## src/rtl/rxq_pkg.sv

```systemverilog
package rxq_pkg;
  typedef struct packed {
    logic par;
    logic frm;
    logic brk;
  } rxq_flags_t;
endpackage

```

## src/rtl/rxq_store.sv

```systemverilog
module rxq_store
  import rxq_pkg::*;
#(
  parameter int DEPTH  = 3,
  parameter int DATA_W = 8,
  parameter int PTR_W  = 2
) (
  input  logic                          clk,
  input  logic                          rst_n,
  input  logic                          we,
  input  logic [PTR_W-1:0]              waddr,
  input  logic [DATA_W-1:0]             wdata,
  input  rxq_flags_t                    wflags,
  output logic [DEPTH-1:0][DATA_W-1:0]  data_all,
  output rxq_flags_t [DEPTH-1:0]        flags_all
);
  // One register set per slot; contents change only on an accepted write
  for (genvar g = 0; g < DEPTH; g++) begin : g_slot
    always_ff @(posedge clk or negedge rst_n) begin
      if (!rst_n) begin
        data_all[g]  <= '0;
        flags_all[g] <= '0;
      end else if (we && (waddr == PTR_W'(g))) begin
        data_all[g]  <= wdata;
        flags_all[g] <= wflags;
      end
    end
  end
endmodule

```

## src/rtl/rxq_ptrs.sv

```systemverilog
module rxq_ptrs #(
  parameter int DEPTH = 3,
  parameter int PTR_W = 2,
  parameter int CNT_W = 2
) (
  input  logic             clk,
  input  logic             rst_n,
  input  logic             wr_valid,
  input  logic             rd_ready,
  input  logic             rx_reset,
  output logic [PTR_W-1:0] wr_ptr,
  output logic [PTR_W-1:0] rd_ptr,
  output logic [PTR_W-1:0] nxt_rd_ptr,
  output logic             head_arrive,
  output logic             we,
  output logic             ovf,
  output logic             full,
  output logic             not_empty,
  output logic             wr_ready
);
  logic [CNT_W-1:0] count, nxt_cnt;
  logic [PTR_W-1:0] nxt_wr_ptr;
  logic             pop;

  function automatic logic [PTR_W-1:0] step_ptr(input logic [PTR_W-1:0] p);
    return (p == PTR_W'(DEPTH - 1)) ? '0 : p + 1'b1;
  endfunction

  assign full      = (count == CNT_W'(DEPTH));
  assign not_empty = (count != '0);
  assign wr_ready  = !full || rd_ready;
  assign we        = wr_valid && wr_ready && !rx_reset;
  assign ovf       = wr_valid && !wr_ready && !rx_reset;
  assign pop       = rd_ready && !rx_reset;

  always_comb begin
    nxt_wr_ptr = we ? step_ptr(wr_ptr) : wr_ptr;
    if (rx_reset) begin
      nxt_rd_ptr = wr_ptr;
      nxt_cnt    = '0;
    end else begin
      nxt_rd_ptr = pop ? step_ptr(rd_ptr) : rd_ptr;
      nxt_cnt    = count + CNT_W'(we) - CNT_W'(pop && not_empty);
    end
    // A new entry becomes head when the queue was empty or the head leaves
    head_arrive = !rx_reset && (nxt_cnt != '0) && (!not_empty || pop);
  end

  always_ff @(posedge clk or negedge rst_n) begin
    if (!rst_n) begin
      wr_ptr <= '0;
      rd_ptr <= '0;
      count  <= '0;
    end else begin
      wr_ptr <= nxt_wr_ptr;
      rd_ptr <= nxt_rd_ptr;
      count  <= nxt_cnt;
    end
  end
endmodule

```

## src/rtl/rxq_errs.sv

```systemverilog
module rxq_errs
  import rxq_pkg::*;
#(
  parameter int DEPTH = 3,
  parameter int PTR_W = 2
) (
  input  logic                   clk,
  input  logic                   rst_n,
  input  logic                   blk_mode,
  input  logic                   rst_err,
  input  logic                   ovf,
  input  logic                   not_empty,
  input  logic [PTR_W-1:0]       rd_ptr,
  input  logic [PTR_W-1:0]       nxt_rd_ptr,
  input  logic [PTR_W-1:0]       wr_ptr,
  input  logic                   head_arrive,
  input  logic                   we,
  input  rxq_flags_t             wflags,
  input  rxq_flags_t [DEPTH-1:0] flags_all,
  output rxq_flags_t             stat,
  output logic                   overrun
);
  rxq_flags_t acc, arr_flags, head_flags;

  // Flags of the entry that will sit at the head after this edge
  always_comb begin
    if (we && (wr_ptr == nxt_rd_ptr)) arr_flags = wflags;
    else                              arr_flags = flags_all[nxt_rd_ptr];
    head_flags = not_empty ? flags_all[rd_ptr] : '0;
    stat       = blk_mode ? acc : head_flags;
  end

  always_ff @(posedge clk or negedge rst_n) begin
    if (!rst_n) begin
      acc     <= '0;
      overrun <= 1'b0;
    end else begin
      acc     <= (rst_err ? rxq_flags_t'('0) : acc) |
                 (head_arrive ? arr_flags : rxq_flags_t'('0));
      overrun <= ovf ? 1'b1 : (rst_err ? 1'b0 : overrun);
    end
  end
endmodule

```

## src/rtl/rxq_rts.sv

```systemverilog
module rxq_rts (
  input  logic clk,
  input  logic rst_n,
  input  logic auto_en,
  input  logic start_det,
  input  logic full,
  input  logic pop_free,
  input  logic rx_reset,
  input  logic rts_req,
  output logic rts_n
);
  logic hold;

  always_ff @(posedge clk or negedge rst_n) begin
    if (!rst_n) hold <= 1'b0;
    else        hold <= auto_en && !rx_reset && !pop_free &&
                        (hold || (start_det && full));
  end

  assign rts_n = !rts_req || hold;
endmodule

```

## src/rtl/rxq_top.sv

```systemverilog
module rxq_top
  import rxq_pkg::*;
#(
  parameter int DEPTH  = 3,
  parameter int DATA_W = 8
) (
  input  logic              clk,
  input  logic              rst_n,
  input  logic              wr_valid,
  output logic              wr_ready,
  input  logic [DATA_W-1:0] wr_data,
  input  logic              wr_par_err,
  input  logic              wr_frm_err,
  input  logic              wr_brk,
  output logic              rd_valid,
  input  logic              rd_ready,
  output logic [DATA_W-1:0] rd_data,
  output logic              st_par_err,
  output logic              st_frm_err,
  output logic              st_brk,
  output logic              full,
  output logic              overrun,
  input  logic              blk_mode,
  input  logic              rst_err,
  input  logic              rx_reset,
  input  logic              start_det,
  input  logic              auto_rts_en,
  input  logic              rts_req,
  output logic              rts_n
);
  localparam int PTR_W = (DEPTH > 1) ? $clog2(DEPTH) : 1;
  localparam int CNT_W = $clog2(DEPTH + 1);

  logic [PTR_W-1:0]             wr_ptr, rd_ptr, nxt_rd_ptr;
  logic                         head_arrive, we, ovf;
  logic [DEPTH-1:0][DATA_W-1:0] data_all;
  rxq_flags_t [DEPTH-1:0]       flags_all;
  rxq_flags_t                   wflags, stat;

  assign wflags = '{par: wr_par_err, frm: wr_frm_err, brk: wr_brk};

  rxq_ptrs #(.DEPTH(DEPTH), .PTR_W(PTR_W), .CNT_W(CNT_W)) u_ptrs (
    .clk(clk), .rst_n(rst_n), .wr_valid(wr_valid), .rd_ready(rd_ready),
    .rx_reset(rx_reset), .wr_ptr(wr_ptr), .rd_ptr(rd_ptr),
    .nxt_rd_ptr(nxt_rd_ptr), .head_arrive(head_arrive), .we(we), .ovf(ovf),
    .full(full), .not_empty(rd_valid), .wr_ready(wr_ready)
  );

  rxq_store #(.DEPTH(DEPTH), .DATA_W(DATA_W), .PTR_W(PTR_W)) u_store (
    .clk(clk), .rst_n(rst_n), .we(we), .waddr(wr_ptr), .wdata(wr_data),
    .wflags(wflags), .data_all(data_all), .flags_all(flags_all)
  );

  rxq_errs #(.DEPTH(DEPTH), .PTR_W(PTR_W)) u_errs (
    .clk(clk), .rst_n(rst_n), .blk_mode(blk_mode), .rst_err(rst_err),
    .ovf(ovf), .not_empty(rd_valid), .rd_ptr(rd_ptr), .nxt_rd_ptr(nxt_rd_ptr),
    .wr_ptr(wr_ptr), .head_arrive(head_arrive), .we(we), .wflags(wflags),
    .flags_all(flags_all), .stat(stat), .overrun(overrun)
  );

  rxq_rts u_rts (
    .clk(clk), .rst_n(rst_n), .auto_en(auto_rts_en), .start_det(start_det),
    .full(full), .pop_free(rd_ready && rd_valid), .rx_reset(rx_reset),
    .rts_req(rts_req), .rts_n(rts_n)
  );

  assign rd_data    = data_all[rd_ptr];
  assign st_par_err = stat.par;
  assign st_frm_err = stat.frm;
  assign st_brk     = stat.brk;
endmodule

```

## config.mk

```make
export PLATFORM = sky130hd
export DESIGN_NAME = rxq_top
export DESIGN_NICKNAME = d
export VERILOG_FILES = /design/src/rtl/rxq_pkg.sv /design/src/rtl/rxq_store.sv /design/src/rtl/rxq_ptrs.sv /design/src/rtl/rxq_errs.sv /design/src/rtl/rxq_rts.sv /design/src/rtl/rxq_top.sv
export SDC_FILE = /design/constraint.sdc
export NUM_CORES = 1
export LEC_CHECK = 0
export BUFFER_PORTS_ARGS = -buffer_cell sky130_fd_sc_hd__buf_4
export CAP_MARGIN = 20
export CORE_MARGIN = 3
export CORE_UTILIZATION = 61
export DETAILED_ROUTE_END_ITERATION = 7
export PLACE_DENSITY = 0.85
export RECOVER_POWER = 25
export SYNTH_ARGS = -nofsm -noshare
export SYNTH_HDL_FRONTEND = slang
export SYNTH_HIERARCHICAL = 1
export SYNTH_SLANG_ARGS = --single-unit
export TNS_END_PERCENT = 30
```

## constraint.sdc

```tcl
create_clock -name clk -period 6.2 [get_ports clk]
set_input_delay 0.62 -clock clk [delete_from_list [all_inputs] [get_ports clk]]
set_output_delay 0.62 -clock clk [all_outputs]
set_load 0.01 [all_outputs]
```

==> load_flow_metrics.sql <==
INSERT INTO impl_metrics (metric_group, metric, value, unit) VALUES
('job', 'maxCapViolCount', '1', ''),
('clock_network', 'cts_max_level', '2', ''),
('hold_path', 'min_delay_path_depth', '1', ''),
('routing', 'detail_route.vias_per_cell', '5.85', ''),
('worst_setup_path', 'highest_fanout_seen_on_the_critical_path', '15', ''),
('sta', 'max_clock_freq', '0.332', 'GHz'),
('sta', 'finalHoldViolations', '0', ''),
('sta', 'final.setup.tns', '0', 'ns'),
('floorplan', 'start_util', '64.2', '%'),
('floorplan', 'die-height', '68.6', 'um'),
('yosys', 'post_synth_xor_area_fraction', '1.47', '%'),
('worst_setup_path', 'critical_path.slowest_cell', 'dfrtp_1', ''),
('sta', 'grt_setup_unrepaired', 'no', ''),
('routing', 'ant_nets', '0', ''),
('global_routing', 'grt_start_max_net_pins', '45', ''),
('global_routing', 'grt_pass1_wl', '7.73', 'mm'),
('worst_setup_path', 'timing.setup.critical_path_class', 'reg -> reg', ''),
('yosys', 'ys.flop_type', 'dfrtp_1', ''),
('yosys', 'syn-num-nets', '198', ''),
('yosys', 'synth.cells.most_frequent', '44 x dfrtp_1, 32 x mux2_4, 15 x mux2i_1', ''),
('yosys', 'synth_largest_type_area_fraction', '46.1', '%'),
('sta', 'final-max-slew-violation-count', '45', ''),
('routing', 'route.detailed.drc', '0', ''),
('clock_network', 'ctsHoldBuffers', '0', ''),
('finish', 'antenna_cells', '0', ''),
('worst_setup_path', 'rr_startpoint', 'u_ptrs/rd_ptr[1]$_DFF_PN0_', ''),
('sta', 'fin_crit', '3.01', 'ns'),
('hold_path', 'worstHoldStart', 'u_errs/overrun$_DFFE_PN0P_', ''),
('outcome', 'violations', 'capacitance limit, slew limit', ''),
('yosys', 'yosysWarnings', '6', ''),
('worst_setup_path', 'crit_path_end_kind', 'register', ''),
('floorplan', 'core_area', '3720', 'um^2'),
('clock_network', 'tritoncts_clock_tree', 'done', ''),
('finish', 'finalNonFillerCells', '260', ''),
('finish', 'post_route_cells_drive_above_1_share', '40.6', '%'),
('worst_setup_path', 'critical_path.max_stage_delay', '0.87', 'ns'),
('routing', 'wl_per_cell', '18.7', 'um'),
('placement', 'dp_worst_setup_slack', '3.23', 'ns'),
('yosys', 'yosys.area_share.adder', '1.05', '%'),
('sta', 'slew_headroom', '-52.2', '%'),
('clock_network', 'cts.repair_timing.setup_buffer_count', '0', ''),
('yosys', 'synthDistinctLibCells', '30', ''),
('clock_network', 'clock_sink_count', '44', ''),
('hold_path', 'hp-class', 'reg -> reg', ''),
('clock_network', 'clk_pin_slew_worst_paths', '0.09', 'ns'),
('routing', 'drt_pre_antenna_iters', '4', ''),
('power', 'irDropWorstVdd', '0.000259', 'V'),
('worst_setup_path', 'critical_path.top_delay_family', 'compound AO/OA/AOI/OAI gates', ''),
('worst_setup_path', 'critical_path_data_arrival_time', '3.20', 'ns'),
('outcome', 'outcome', 'complete, but fails checks', ''),
('clock_network', 'cts_resized', '0', ''),
('placement', 'detailed_place.area', '2640', 'um^2'),
('clock_network', 'cts-buffers-inserted', '5', ''),
('yosys', 'synth-edff-count', '0', ''),
('global_routing', 'grt_antenna_before_repair', '0', ''),
('yosys', 'post_synth.cell_area_avg', '13.6', 'um^2'),
('global_routing', 'first_global_vias', '1560', ''),
('hold_path', 'worst_hold_path.endpoint', 'u_errs/overrun$_DFFE_PN0P_', ''),
('worst_setup_path', 'cp.required', '6.39', 'ns'),
('routing', 'dr.first_iter.drc_count', '81', ''),
('worst_setup_path', 'worstPathCellList', 'mux2_2 -> o21ai_0 -> xor2_1 -> nor2_1 -> a221o_1 -> a32o_1', ''),
('placement', 'port-buffer-count', '36', ''),
('floorplan', 'die_x', '68.6', 'um'),
('yosys', 'synth_area_leader_cell', 'dfrtp_1', ''),
('placement', 'dp_hpwl', '3.36', 'mm'),
('yosys', 'synth.ff_latch_count', '44', ''),
('finish', 'areaGrowthSynthToFinish', '15.0', '%'),
('yosys', 'yosysSeqAreaShare', '46.1', '%'),
('power', 'total_power', '1.35', 'mW'),
('yosys', 'post_synth_main_area_contributors', 'dfrtp_1 46%, mux2_4 20%, mux2i_1 6.3%, buf_6 3.3%, o2bb2ai_1 2.9%', ''),
('sta', 'worst_slew_pin_slew', '2.28', 'ns');
-- cells in the final DEF, fill, tap and decap left out, types with 2 or more instances in the layout --
cell        n
nand2_1     6
o21ai_0     5
xor2_1      3
inv_1       6
and2_1      2
mux2_2      4
nor3b_1     2
nor2b_1     3
ha_1        2
nor2_1     10
a22o_1      3
a32o_1      3
dfrtp_1    44
nand3b_1    5
nand3b_4    2
buf_4      36
mux2_4     32
a221o_1     3
mux2i_1    15
clkbuf_8    5
o2bb2ai_1   8
-- routing by layer --
layer	global-route usage [%]	vias to the layer above	share of wire, %
met4	9.68	0	1.4
met1	30.1	754	45
met2	35.0	57	47
met3	7.13	9	5.9
met5	0	-	0
li1	-	702	-
-- state kept, by name, summed over array words and instances, names as in the netlist --
register,cells
u_rts/hold,1
u_store/flags_all,9
u_ptrs/count,2
u_ptrs/wr_ptr,2
u_errs/overrun,1
u_store/data_all,24
u_errs/acc,3
u_ptrs/rd_ptr,2
-- stage by stage --
stage	util (%)	hold slack, ns
3_3_place_gp	71.0	0.464
2_1_floorplan	-	0.324
5_1_grt	73.9	0.509
4_1_cts	74.0	0.318
3_5_place_dp	71.0	0.487
6_report	73.9	0.499
-- cell type report --
type / count / area [um^2]
Clock inverter: 3 / 42.5
Fill cell: 253 / 970
Sequential cell: 44 / 1100
Tap cell: 48 / 60.1
Clock buffer: 5 / 68.8
Multi-Input combinational cell: 117 / 1180
Timing Repair Buffer: 37 / 274
Inverter: 6 / 22.5
-- report_power, final --
part,internal [mW],leakage (nW),switching [mW]
Clock,0.119,0.0541,0.0999
Combinational,0.354,0.770,0.227
Sequential,0.419,0.540,0.131
-- how the worst max path moves through the flow --
stage / start / endpoint / depth (start not counted)
final: u_ptrs/rd_ptr[1]$_DFF_PN0_ / u_errs/acc[0]$_DFF_PN0_ / 6
after global routing: u_ptrs/rd_ptr[1]$_DFF_PN0_ / u_errs/acc[1]$_DFF_PN0_ / 6
after CTS: u_ptrs/rd_ptr[1]$_DFF_PN0_ / u_errs/acc[0]$_DFF_PN0_ / 6
after detailed placement: u_ptrs/rd_ptr[1]$_DFF_PN0_ / u_errs/acc[0]$_DFF_PN0_ / 6
after global placement: u_ptrs/rd_ptr[1]$_DFF_PN0_ / u_errs/acc[1]$_DFF_PN0_ / 6
after floorplan: rx_reset / u_errs/acc[0]$_DFF_PN0_ / 9
-- cell families after synthesis --
family          after synthesis
buf+inv                      14
mux                          51
simple gates                 35
flops                        44
xor+xnor                      4
compound gates               25
fa+ha+maj                     2
Power figures use the tool's default switching activity.
